$ cat config.mk
export PLATFORM = sky130hd
export DESIGN_NAME = disp_seq
export DESIGN_NICKNAME = d
export VERILOG_FILES = /design/src/rtl/disp_seq_pkg.sv /design/src/rtl/disp_seq_regs.sv /design/src/rtl/disp_seq_fsm.sv /design/src/rtl/disp_seq_irq.sv /design/src/rtl/disp_seq.sv
export SDC_FILE = /design/constraint.sdc
export NUM_CORES = 1
export LEC_CHECK = 0
export BUFFER_PORTS_ARGS = -buffer_cell sky130_fd_sc_hd__buf_2
export CORE_MARGIN = 10
export CORE_UTILIZATION = 54
export DETAILED_ROUTE_END_ITERATION = 8
export GPL_TIMING_DRIVEN = 0
export PLACE_DENSITY = 0.93
export SLEW_MARGIN = 20
export SYNTH_ARGS = -nofsm -noshare
export SYNTH_HDL_FRONTEND = slang
export SYNTH_HIERARCHICAL = 1
export SYNTH_SLANG_ARGS = --single-unit
$ cat constraint.sdc
create_clock -name clk -period 3 [get_ports clk]
set_input_delay 0.9 -clock clk [delete_from_list [all_inputs] [get_ports clk]]
set_output_delay 0.9 -clock clk [all_outputs]
set_load 0.03 [all_outputs]
$ cat src/rtl/disp_seq_pkg.sv
package disp_seq_pkg;

    localparam int IRQ_W = 6;

    localparam int A_CTRL  = 0;
    localparam int A_MODE  = 1;
    localparam int A_STAGE = 2;
    localparam int A_IEN   = 3;
    localparam int A_ICLR  = 4;
    localparam int A_ISTS  = 5;
    localparam int A_ACT   = 6;

    localparam int S_DONE  = 0;
    localparam int S_TE    = 1;
    localparam int S_UFLOW = 2;
    localparam int S_UPD   = 4;
    localparam int S_VSYNC = 5;

    typedef enum logic [1:0] {
        ST_IDLE,
        ST_VID,
        ST_WAIT_TE,
        ST_FRAME
    } seq_state_e;

    typedef struct packed {
        logic upd;
        logic stop;
        logic run;
    } ctrl_cmd_t;

    typedef struct packed {
        logic te_pad_sel;
        logic te_gate;
        logic cmd_mode;
    } mode_cfg_t;

    function automatic logic [IRQ_W-1:0] pack_events(
        input logic done, input logic te, input logic uflow,
        input logic upd, input logic vsync);
        logic [IRQ_W-1:0] v;
        v          = '0;
        v[S_DONE]  = done;
        v[S_TE]    = te;
        v[S_UFLOW] = uflow;
        v[S_UPD]   = upd;
        v[S_VSYNC] = vsync;
        return v;
    endfunction

endpackage

$ cat src/rtl/disp_seq_regs.sv
module disp_seq_regs
    import disp_seq_pkg::*;
#(
    parameter int ADDR_W = 3,
    parameter int DATA_W = 32
) (
    input  logic              clk,
    input  logic              rst,
    input  logic              reg_we,
    input  logic [ADDR_W-1:0] reg_addr,
    input  logic [DATA_W-1:0] reg_wdata,
    output ctrl_cmd_t         cmd,
    output mode_cfg_t         mode,
    output logic [DATA_W-1:0] shadow,
    output logic [IRQ_W-1:0]  ien,
    output logic              clr_we,
    output logic [IRQ_W-1:0]  clr_mask
);

    logic wr_ctrl, wr_mode, wr_stage, wr_ien;

    always_comb begin
        wr_ctrl  = reg_we && (reg_addr == ADDR_W'(A_CTRL));
        wr_mode  = reg_we && (reg_addr == ADDR_W'(A_MODE));
        wr_stage = reg_we && (reg_addr == ADDR_W'(A_STAGE));
        wr_ien   = reg_we && (reg_addr == ADDR_W'(A_IEN));
        clr_we   = reg_we && (reg_addr == ADDR_W'(A_ICLR));
        clr_mask = reg_wdata[IRQ_W-1:0];
        cmd.run  = wr_ctrl && reg_wdata[0];
        cmd.stop = wr_ctrl && reg_wdata[1];
        cmd.upd  = wr_ctrl && reg_wdata[2];
    end

    always_ff @(posedge clk) begin
        if (rst) begin
            mode   <= '0;
            shadow <= '0;
            ien    <= '0;
        end else begin
            if (wr_mode)  mode   <= mode_cfg_t'(reg_wdata[2:0]);
            if (wr_stage) shadow <= reg_wdata;
            if (wr_ien)   ien    <= reg_wdata[IRQ_W-1:0];
        end
    end

endmodule

$ cat src/rtl/disp_seq_fsm.sv
module disp_seq_fsm
    import disp_seq_pkg::*;
#(
    parameter int DATA_W = 32
) (
    input  logic              clk,
    input  logic              rst,
    input  ctrl_cmd_t         cmd,
    input  mode_cfg_t         mode,
    input  logic [DATA_W-1:0] shadow,
    input  logic              frame_end,
    input  logic              te_int,
    input  logic              te_pad,
    output logic [DATA_W-1:0] active_cfg,
    output logic              scan_on,
    output logic              done_ev,
    output logic              te_ev,
    output logic              upd_ev,
    output logic              vsync_ev
);

    seq_state_e state;
    logic       upd_pend, stop_pend, te_sel;

    always_comb begin
        te_sel   = mode.te_pad_sel ? te_pad : te_int;
        te_ev    = te_sel;
        scan_on  = (state == ST_VID) || (state == ST_FRAME);
        vsync_ev = (state == ST_VID) && frame_end;
        done_ev  = ((state == ST_VID) && frame_end && stop_pend) ||
                   ((state == ST_FRAME) && frame_end);
        upd_ev   = ((state == ST_IDLE) && cmd.upd && !cmd.run && !mode.cmd_mode) ||
                   ((state == ST_VID) && frame_end && upd_pend);
    end

    always_ff @(posedge clk) begin
        if (rst) begin
            state      <= ST_IDLE;
            active_cfg <= '0;
            upd_pend   <= 1'b0;
            stop_pend  <= 1'b0;
        end else begin
            case (state)
                ST_IDLE: begin
                    upd_pend  <= 1'b0;
                    stop_pend <= 1'b0;
                    if (cmd.run) begin
                        if (mode.cmd_mode) begin
                            active_cfg <= shadow;
                            state      <= mode.te_gate ? ST_WAIT_TE : ST_FRAME;
                        end else begin
                            state <= ST_VID;
                        end
                    end else if (upd_ev) begin
                        active_cfg <= shadow;
                    end
                end
                ST_VID: begin
                    if (frame_end) begin
                        if (upd_pend) begin
                            active_cfg <= shadow;
                            upd_pend   <= 1'b0;
                        end
                        if (stop_pend) begin
                            state     <= ST_IDLE;
                            stop_pend <= 1'b0;
                        end
                    end
                    if (cmd.upd)  upd_pend  <= 1'b1;
                    if (cmd.stop) stop_pend <= 1'b1;
                end
                ST_WAIT_TE: if (te_sel) state <= ST_FRAME;
                ST_FRAME:   if (frame_end) state <= ST_IDLE;
                default:    state <= ST_IDLE;
            endcase
        end
    end

    // in command mode the active word only moves out of the idle state
    p_cmd_latch_r3: assert property (@(posedge clk) disable iff (rst)
        (mode.cmd_mode && $past(mode.cmd_mode) && (active_cfg != $past(active_cfg)))
            |-> ($past(state) == ST_IDLE));

    // a gated frame stays parked until the selected strobe arrives
    p_te_hold_r7: assert property (@(posedge clk) disable iff (rst)
        ((state == ST_WAIT_TE) && !te_sel) |=> (state == ST_WAIT_TE));

    // scanning only ends together with a done event
    p_scan_fall_r6: assert property (@(posedge clk) disable iff (rst)
        $fell(scan_on) |-> $past(done_ev));

endmodule

$ cat src/rtl/disp_seq_irq.sv
module disp_seq_irq
    import disp_seq_pkg::*;
(
    input  logic             clk,
    input  logic             rst,
    input  logic [IRQ_W-1:0] ev,
    input  logic [IRQ_W-1:0] ien,
    input  logic             clr_we,
    input  logic [IRQ_W-1:0] clr_mask,
    output logic [IRQ_W-1:0] status,
    output logic             irq
);

    logic [IRQ_W-1:0] clr_eff;

    always_comb begin
        clr_eff = clr_we ? clr_mask : '0;
        irq     = |(status & ien);
    end

    always_ff @(posedge clk) begin
        if (rst) status <= '0;
        else     status <= (status & ~clr_eff) | ev;
    end

    // a set status bit survives every cycle it is not cleared
    p_sticky_r8: assert property (@(posedge clk) disable iff (rst)
        ((($past(status) & ~$past(clr_eff)) & ~status) == '0));

    // an enabled event reaches the interrupt line on the next cycle
    p_irq_event_r10: assert property (@(posedge clk) disable iff (rst)
        (|($past(ev) & $past(ien) & ien)) |-> irq);

endmodule

$ cat src/rtl/disp_seq.sv
module disp_seq
    import disp_seq_pkg::*;
#(
    parameter int ADDR_W = 3,
    parameter int DATA_W = 32
) (
    input  logic              clk,
    input  logic              rst,
    input  logic              reg_we,
    input  logic [ADDR_W-1:0] reg_addr,
    input  logic [DATA_W-1:0] reg_wdata,
    output logic [DATA_W-1:0] reg_rdata,
    input  logic              frame_end,
    input  logic              te_int,
    input  logic              te_pad,
    input  logic              underflow,
    output logic              irq,
    output logic              scan_on,
    output logic [DATA_W-1:0] active_cfg
);

    ctrl_cmd_t         cmd;
    mode_cfg_t         mode;
    logic [DATA_W-1:0] shadow;
    logic [IRQ_W-1:0]  ien, clr_mask, status, ev;
    logic              clr_we, done_ev, te_ev, upd_ev, vsync_ev;

    disp_seq_regs #(.ADDR_W(ADDR_W), .DATA_W(DATA_W)) regs_i (
        .clk(clk), .rst(rst), .reg_we(reg_we), .reg_addr(reg_addr),
        .reg_wdata(reg_wdata), .cmd(cmd), .mode(mode), .shadow(shadow),
        .ien(ien), .clr_we(clr_we), .clr_mask(clr_mask)
    );

    disp_seq_fsm #(.DATA_W(DATA_W)) fsm_i (
        .clk(clk), .rst(rst), .cmd(cmd), .mode(mode), .shadow(shadow),
        .frame_end(frame_end), .te_int(te_int), .te_pad(te_pad),
        .active_cfg(active_cfg), .scan_on(scan_on), .done_ev(done_ev),
        .te_ev(te_ev), .upd_ev(upd_ev), .vsync_ev(vsync_ev)
    );

    assign ev = pack_events(done_ev, te_ev, underflow, upd_ev, vsync_ev);

    disp_seq_irq irq_i (
        .clk(clk), .rst(rst), .ev(ev), .ien(ien), .clr_we(clr_we),
        .clr_mask(clr_mask), .status(status), .irq(irq)
    );

    always_comb begin
        reg_rdata = '0;
        case (reg_addr)
            ADDR_W'(A_CTRL):  reg_rdata[0]         = scan_on;
            ADDR_W'(A_MODE):  reg_rdata[2:0]       = mode;
            ADDR_W'(A_STAGE): reg_rdata            = shadow;
            ADDR_W'(A_IEN):   reg_rdata[IRQ_W-1:0] = ien;
            ADDR_W'(A_ISTS):  reg_rdata[IRQ_W-1:0] = status;
            ADDR_W'(A_ACT):   reg_rdata            = active_cfg;
            default:          reg_rdata            = '0;
        endcase
    end

endmodule

==> results of run 1 <==
-- path summary, 6_finish.rpt --
path | to | from | depth (start not counted) | slack, ns
setup / recovery | reg_rdata[2] | reg_addr[0] | 7 | -0.03
hold / removal | fsm_i/active_cfg[10] | fsm_i/active_cfg[10] | 2 | 0.49
setup reg to reg | fsm_i/active_cfg[26] | regs_i/mode[0] | 4 | 1.17
hold reg to reg | fsm_i/active_cfg[10] | fsm_i/active_cfg[10] | 2 | 0.49
-- worst max-delay path, delay by kind of cell --
| family | cells | cell delay (ns) |
|---|---|---|
| AOI/OAI and AO/OA | 1 | 0.29 |
| buffers and inverters | 4 | 0.67 |
| and+or+nand+nor | 2 | 0.26 |
-- power groups by stage --
stage               combinational (mW)  clock [mW]  sequential [mW]
CTS                              0.245       0.858             1.13
global route                     0.275       0.905             1.14
finish                           0.259       0.852             1.13
global placement                 0.234           0             1.16
floorplan                        0.159           0             1.16
detailed placement               0.240           0             1.16
-- metal layers --
metal	share of wire	global-route usage	vias to the layer above
met5	0	0	-
met4	0.033	0.0911	0
met3	0.075	0.0492	46
met2	0.51	0.355	174
met1	0.38	0.231	1853
li1	-	-	1744
-- through the flow --
| step | utilization | worst slack (ns) | cells |
|---|---|---|---|
| 4_1_cts | 0.676 | -0.00276 | 667 |
| 3_5_place_dp | 0.645 | -0.132 | 650 |
| 3_3_place_gp | 0.645 | -0.0682 | 650 |
| 6_report | 0.694 | -0.0288 | 668 |
| 2_1_floorplan | - | 0.0822 | 441 |
| 5_1_grt | 0.694 | -0.0707 | 668 |
-- flip-flops by register name, indices dropped and copies added, names as in the netlist --
| signal | cells |
|---|---|
| fsm_i/active_cfg | 32 |
| regs_i/shadow | 32 |
| irq_i/status | 6 |
| regs_i/ien | 6 |
| regs_i/mode | 3 |
| fsm_i/state | 2 |
| fsm_i/stop_pend | 1 |
| fsm_i/upd_pend | 1 |
-- cell families (layout without fill, tap and decap cells) --
family | after synthesis | in the layout | synth area share
simple gates | 169 | 169 | 0.242
flops | 83 | 83 | 0.380
mux | 82 | 82 | 0.189
compound gates | 65 | 65 | 0.122
buf+inv | 41 | 166 | 0.0656
other cells | 1 | 1 | 0.000858
-- layout by cell type, fill, tap and decap left out, drive strengths merged, types with 2 or more instances in the layout --
master	Yosys	final
nand3	2	2
clkbuf	19	31
o21ai	4	4
a22oi	6	6
a22o	26	26
o22ai	3	3
a221oi	5	5
a21boi	6	6
mux2i	78	78
dfxtp	83	83
nor2	3	3
buf	20	127
nand2	7	7
nand2b	137	137
a21oi	5	5
nor2b	4	4
and2	6	6
clkinv	0	3
o21ba	6	6
mux2	4	4
inv	2	3
-- repair_timing --
| action | in CTS | in global routing |
|---|---|---|
| buffers inserted | 1 | 1 |
| setup endpoints to repair | 25 | 25 |
| resized for setup | 10 | 57 |
| cloned | 0 | 0 |
| pin swaps | 0 | 6 |
| hold buffers | 0 | 0 |
| endpoints found under the hold margin | 0 | 0 |
-- layout make-up --
| type | count | area (µm²) | area share |
|---|---|---|---|
| well taps | 102 | 128 | 0.0236 |
| multi-input cells | 317 | 2460 | 0.454 |
| repair buffers | 109 | 654 | 0.121 |
| plain buffers | 39 | 298 | 0.0550 |
| flip-flops and latches | 83 | 1660 | 0.307 |
| clock buffers | 10 | 138 | 0.0254 |
| inverters | 2 | 7.51 | 0.00139 |
| clock inverters | 6 | 72.6 | 0.0134 |
==> impl_metrics.tcl, run 1 <==
set metrics [dict create \
    status "complete, but fails checks" \
    violations "negative setup slack" \
    firstDrtPassIters 5 \
    remaining_drc_errors 0 \
    tritoncts "done" \
    clk_pin_slew_ns 0.09 \
    n_fill_cell 562 \
    drv_slew 0 \
    rsz0062_at_grt "true" \
    worst_slew_pin_slew_ns 0.691 \
    switching_share 0.261 \
    start_kind "input pin" \
    setup.worst_path.class "input pin to output port" \
    cpMostUsedCell "buf_4" \
    p_switching_uw 587 \
    peakVddDrop_uv 241 \
    track_usage 0.204 \
    cts-root-buf "clkbuf_8" \
    p_per_area_nw_per_um2 414 \
    postSynthCellCount 441 \
    routed-via-count 3817 \
    synth.avg_cell_area_um2 9.91 \
    cts_sinks 83 \
    synth_area_leaders "dfxtp_1, nand2b_1, mux2i_1" \
    fmax_mhz 330 \
    ys_seq_area_frac 0.380 \
    die-area_um2 12100 \
    whs_ns 0.492 \
    area_delta_synth_final_pct 24.0 \
    endpoint_kind "output port" \
    path_cells "buf_4 > buf_4 > nor2b_1 > buf_4 > a221oi_2 > nor2_1 > buf_4" \
    hold_viol_final 0 \
    ys.flop_type "dfxtp_1" \
    arrival_ns 2.13 \
    synth_cell_types 41 \
    min_period_ns 3.03 \
    initial_core_util 0.560 \
    synth_top_area_share 0.380 \
    diodes 0 \
    cts_buffers 9 \
    die_height_um 110 \
    ys_ff_latch 83 \
    slew_headroom 0.536 \
    synth_most_common_cell "nand2b_1" \
    setup_violations 2 \
    wl_per_cell_um 19.3 \
    grt_pass1_wl_um 19600 \
    p_leak_nw 2.26 \
    antenna_found_initial 0 \
    die_x_um 110 \
    grt_max_degree 16 \
    io_pins 108 \
    rows 32 \
    synth_common_cells "nand2b_1, dfxtp_1, mux2i_1, a22o_1, clkbuf_1" \
    min_path_type "flip-flop to flip-flop" \
    p_comb_frac 0.115 \
    yosys_warnings 6 \
    skew_ns 0.0178 \
    clock_path_buffers 2 \
    stdcell_area_um2 5420 \
    internal_power_mw 1.66 \
    synth.largest_area_cell "dfxtp_1" \
    detailed_place_hpwl_um 9140 \
    htreeDepth 3 \
    cp_data_required_time_ns 2.10 \
    tns_ns -0.0554 \
    finalPower_mw 2.25 \
    synth_nets 483 \
    place.gp.congestion 0.843 \
    syn-cell-area_um2 4370 \
    clk_latency_ns 0.36 \
    placeableCoreArea_um2 7810 \
    numPortBuffers 107 \
    wirelength_um 12900 \
    avgViaCountPerCell 5.71 \
    fin_ws_ns -0.0288 \
    async_flop_share 0 \
    grt-ovfl-total 0 \
    clkPwrFrac 0.380 \
    period_share 1.01 \
    synth_edf_count 0 \
    cp_max_fo 10 \
    grt_pass1_vias 3945 \
    drive_above_1_share 0.290 \
    seqPwrFrac 0.505 \
    final_net_count 603 \
    antenna_left 0 \
    slowest_stage "a221oi_2" \
    postPlaceCellArea_um2 5030 \
    initialDrtViolationCount 313 \
    cap_viol_max_count 0 \
    worst_path_largest_cell_delay_ns 0.29 \
]
Note: power is estimated with default switching activity, not from simulation.
==> run 2, diff against run 1 <==
--- a/config.mk
+++ b/config.mk
@@ -6,8 +6,10 @@
 export NUM_CORES = 1
 export LEC_CHECK = 0
 export BUFFER_PORTS_ARGS = -buffer_cell sky130_fd_sc_hd__buf_2
+export CELL_PAD_IN_SITES_DETAIL_PLACEMENT = 0
+export CELL_PAD_IN_SITES_GLOBAL_PLACEMENT = 1
 export CORE_MARGIN = 10
-export CORE_UTILIZATION = 54
+export CORE_UTILIZATION = 41
 export DETAILED_ROUTE_END_ITERATION = 8
 export GPL_TIMING_DRIVEN = 0
 export PLACE_DENSITY = 0.93
==> impl_metrics.tcl, run 2 (same netlist as run 1, synthesis figures left out) <==
set metrics [dict create \
    min_path_type "flip-flop to flip-flop" \
    antenna_left 0 \
    mostFrequentLayoutCells "nand2b_1, dfxtp_1, buf_2" \
    endpoint_kind "output port" \
    hold_viol_final 0 \
    initial_core_util 0.421 \
    largest_registers "fsm_i/active_cfg x32, regs_i/shadow x32" \
    p_comb_frac 0.110 \
    slew_headroom 0.490 \
    grt-ovfl-total 0 \
    p_leak_nw 2.26 \
    htreeDepth 3 \
    worst_slew_pin_slew_ns 0.759 \
    tritoncts "done" \
    final_common_cell "nand2b_1" \
    cts_sinks 83 \
    fmax_mhz 334 \
    multiInputGateArea_um2 2430 \
    diodes 0 \
    grtUsageMet3 0.0433 \
    clock_path_buffers 2 \
    cap_viol_max_count 0 \
    min_period_ns 2.99 \
    clk_pin_slew_ns 0.08 \
    grt_max_degree 16 \
    cts_hold_buf 0 \
    placeableCoreArea_um2 10400 \
    wl_per_cell_um 17.5 \
    setup.worst_path.class "input pin to output port" \
    start_kind "input pin" \
    final_net_count 604 \
    gr-usage-met2 0.280 \
    arrival_ns 2.09 \
    peakVddDrop_uv 289 \
    die_height_um 123 \
    p_per_area_nw_per_um2 423 \
    grt_pass1_vias 3878 \
    n_fill_cell 995 \
    antenna_found_initial 0 \
    avgViaCountPerCell 5.15 \
    cts_buffers 9 \
    cp_data_required_time_ns 2.10 \
    drive_above_1_share 0.280 \
    use_met1 0.185 \
    fin_ws_ns 0.00826 \
    die_x_um 123 \
    post-place-ws_ns -0.189 \
    critPathTopFamily "buffers and inverters" \
    grt_pass1_wl_um 19400 \
    skew_ns 0.0102 \
    drv_slew 0 \
    firstDrtPassIters 4 \
    status "finished, final reports clean" \
    detailed_place_hpwl_um 9310 \
    worst_path_largest_cell_delay_ns 0.30 \
    busiest_layer "met2" \
    track_usage 0.159 \
    p_switching_uw 572 \
    switching_share 0.247 \
    clk_latency_ns 0.36 \
    cts-root-buf "clkbuf_8" \
    rows 37 \
    slowest_stage "a221oi_1" \
    internal_power_mw 1.74 \
    seqPwrFrac 0.489 \
    period_share 0.997 \
    remaining_drc_errors 0 \
    regArea_um2 1660 \
    critPathBufInv 4 \
    place.gp.congestion 0.832 \
    io_pins 108 \
    die-area_um2 15200 \
    setup_violations 0 \
    clkPwrFrac 0.401 \
    finalPower_mw 2.32 \
    wirelength_um 12300 \
    routed-via-count 3621 \
    rsz0062_at_grt "true" \
    numPortBuffers 107 \
    area_delta_synth_final_pct 25.1 \
    cp_max_fo 10 \
    path_cells "buf_4 > buf_6 > nor2b_1 > clkbuf_4 > a221oi_1 > nor2_1 > buf_2" \
    initialDrtViolationCount 250 \
]
-- run 2: what timing repair did --
item,in CTS,in global routing
setup endpoints to repair,25,26
buffers inserted,1,2
pin swaps,3,0
resized for setup,26,26
-- run 2: through the flow --
| stage | instance area [µm²] | hold WS (ns) | utilization | setup TNS, ns | instances |
|---|---|---|---|---|---|
| 6_report | 5470 | 0.493 | 0.527 | 0 | 703 |
| 4_1_cts | 5390 | 0.494 | 0.520 | 0 | 701 |
| 5_1_grt | 5470 | 0.511 | 0.527 | -0.0382 | 703 |
| 3_5_place_dp | 5070 | 0.476 | 0.489 | -7.95 | 684 |
| 3_3_place_gp | 5070 | 0.467 | 0.489 | -7.14 | 684 |
| 2_1_floorplan | 4370 | 0.454 | - | 0 | 441 |
-- run 2: final cells by class --
| class | count | area share |
|---|---|---|
| buffer | 39 | 0.0545 |
| clock buffer | 10 | 0.0252 |
| clock inverter | 6 | 0.0174 |
| inverter | 2 | 0.00137 |
| multi-input combinational | 317 | 0.444 |
| sequential | 83 | 0.304 |
| tap | 136 | 0.0311 |
| timing repair buffer | 110 | 0.123 |
-- run 2: metal layers --
metal	up-vias	wire (µm)
met5	-	0
met4	0	132
met3	11	805
met2	90	6280
met1	1770	5110
li1	1750	-
-- run 2: final timing paths --
path                             from                   end  cells past startpoint  slack (ns)
hold / removal    fsm_i/active_cfg[7]   fsm_i/active_cfg[7]                      2        0.49
setup / recovery          reg_addr[0]          reg_rdata[2]                      7       0.008
hold reg to reg   fsm_i/active_cfg[7]   fsm_i/active_cfg[7]                      2        0.49
setup reg to reg       regs_i/mode[0]  fsm_i/active_cfg[27]                      4        1.19
-- run 2: power groups by stage --
stage / clock network [mW] / logic, mW / registers (mW)
after floorplan: 0 / 0.159 / 1.16
after global placement: 0 / 0.241 / 1.16
after detailed placement: 0 / 0.245 / 1.16
after CTS: 0.946 / 0.250 / 1.13
after global routing: 0.994 / 0.274 / 1.13
final: 0.927 / 0.256 / 1.13
-- run 2: worst reg2reg max path, delay by kind of cell, from the launching register on --
family | cells | cell delay [ns]
compound gates | 1 | 0.50
buf+inv | 1 | 0.24
simple gates | 1 | 0.43
mux | 1 | 0.21
flops | 1 | 0.37
==> run 3, diff against run 2 <==
==> constraint.sdc (replaced) <==
create_clock -name clk -period 3 [get_ports clk]
set_input_delay 0.15 -clock clk [delete_from_list [all_inputs] [get_ports clk]]
set_output_delay 0.15 -clock clk [all_outputs]
set_load 0.03 [all_outputs]
==> impl_metrics.tcl, run 3 (same netlist as run 1, synthesis figures left out) <==
set metrics [dict create \
    rows 37 \
    start_kind "input pin" \
    cts-root-buf "clkbuf_8" \
    endpoint_kind "flip-flop" \
    fmax_mhz 463 \
    placeableCoreArea_um2 10400 \
    n_fill_cell 1013 \
    clk_latency_ns 0.36 \
    cts_sinks 83 \
    tritoncts "done" \
    final_common_cell "nand2b_1" \
    largest_registers "fsm_i/active_cfg x32, regs_i/shadow x32" \
    antenna_left 0 \
    die_x_um 123 \
    r2r-start "regs_i/mode[0]" \
    skew_ns 0.0104 \
    antenna_found_initial 0 \
    remaining_drc_errors 0 \
    firstDrtPassIters 4 \
    min_to "irq_i/status[2]" \
    stdcell_area_um2 5310 \
    arrival_ns 2.44 \
    grt-ovfl-total 0 \
    cts_resized 0 \
    setup.worst_path.class "input pin to flip-flop" \
    regArea_um2 1660 \
    detailed_place_hpwl_um 9310 \
    postPlaceCellArea_um2 5070 \
    r2r_slack_ns 1.18 \
    grt_pass1_vias 3849 \
    cts_buffers 9 \
    worst_slew_pin_slew_ns 0.756 \
    rsz0062_at_grt "false" \
    cap_viol_max_count 0 \
    io_pins 108 \
    numPortBuffers 107 \
    wl_per_cell_um 17.6 \
    slew_headroom 0.492 \
    r2r-end "fsm_i/active_cfg[27]" \
    wirelength_um 12300 \
    routed-via-count 3591 \
    mostFrequentLayoutCells "nand2b_1, buf_2, dfxtp_1" \
    peakVddDrop_uv 288 \
    cp_data_required_time_ns 3.28 \
    grt_pass1_wl_um 19400 \
    htreeDepth 3 \
    tns_ns 0 \
    final_net_count 601 \
    area_delta_synth_final_pct 21.5 \
    place.gp.congestion 0.832 \
    crit_start "reg_addr[1]" \
    drv_slew 0 \
    holdCritStartpoint "underflow" \
    hold_viol_final 0 \
    avgViaCountPerCell 5.13 \
    die_height_um 123 \
    die-area_um2 15200 \
    initial_core_util 0.421 \
    diodes 0 \
    clock_path_buffers 2 \
    initialDrtViolationCount 259 \
    grt_max_degree 16 \
    post_cts_buffers 0 \
    track_usage 0.159 \
    cts_hold_buf 0 \
    status "finished, final reports clean" \
    cp_max_fo 12 \
    p_per_area_nw_per_um2 434 \
    setup_violations 0 \
    p_leak_nw 2.22 \
    clk_pin_slew_ns 0.08 \
    multiInputGateArea_um2 2420 \
    drive_above_1_share 0.273 \
    min_period_ns 2.16 \
    holdPathStages 2 \
    reg2reg_depth 4 \
    min_path_type "input pin to flip-flop" \
    period_share 0.720 \
]
run 3: cell count changes in the layout (fill, tap and decap cells not counted):
cell      delta
buf_6       -10
buf_12       -1
a221oi_2     -1
buf_2       +25
a221oi_1     +1
buf_8        -2
buf_4       -13
clkbuf_4     -3
clkbuf_1     +1
run 3: report_power, final:
part	switching, mW	total (mW)	internal (mW)	leakage (nW)
sequential	0.0142	1.13	1.12	0.671
combinational	0.129	0.245	0.117	1.44
clock	0.428	0.929	0.500	0.111
run 3: layout make-up:
type	count	share of cell area
repair buffers	107	0.101
plain buffers	39	0.0526
flip-flops and latches	83	0.313
inverters	2	0.00141
well taps	136	0.0321
clock inverters	6	0.0179
multi-input cells	317	0.456
clock buffers	10	0.0259
run 3: stage by stage:
stage,util,std cells,setup slack (ns),hold slack [ns],power [mW]
finish,0.512,700,0.841,0.0130,2.31
CTS,0.512,700,0.915,0.00251,2.32
global route,0.512,700,0.705,0.00372,2.39
detailed placement,0.489,684,0.561,0.377,1.40
global placement,0.489,684,0.578,0.375,1.40
floorplan,-,441,1.09,0.283,1.31
run 3: how the worst max path moves through the flow:
| stage | endpoint | slack, ns | depth (start not counted) |
|---|---|---|---|
| 6_report | fsm_i/active_cfg[27] | 0.84 | 7 |
| 5_1_grt | fsm_i/active_cfg[30] | 0.70 | 7 |
| 4_1_cts | fsm_i/active_cfg[27] | 0.92 | 7 |
| 3_5_place_dp | fsm_i/active_cfg[27] | 0.56 | 7 |
| 3_3_place_gp | fsm_i/active_cfg[23] | 0.58 | 7 |
| 2_1_floorplan | fsm_i/active_cfg[0] | 1.09 | 6 |
run 3: metal layers:
metal	vias up	part of all wire	GRT usage
met5	-	0	0
met4	0	0.0090	0.0429
met3	9	0.062	0.0433
met2	83	0.51	0.280
met1	1751	0.42	0.185
li1	1748	-	-
run 3: worst max-delay path, stage by stage:
cell and delay (ns):
buf_2 0.18, nor4b_1 0.52, and2_1 0.23, or3b_4 0.40, a221oi_4 0.50, buf_8 0.24, mux2i_1 0.21
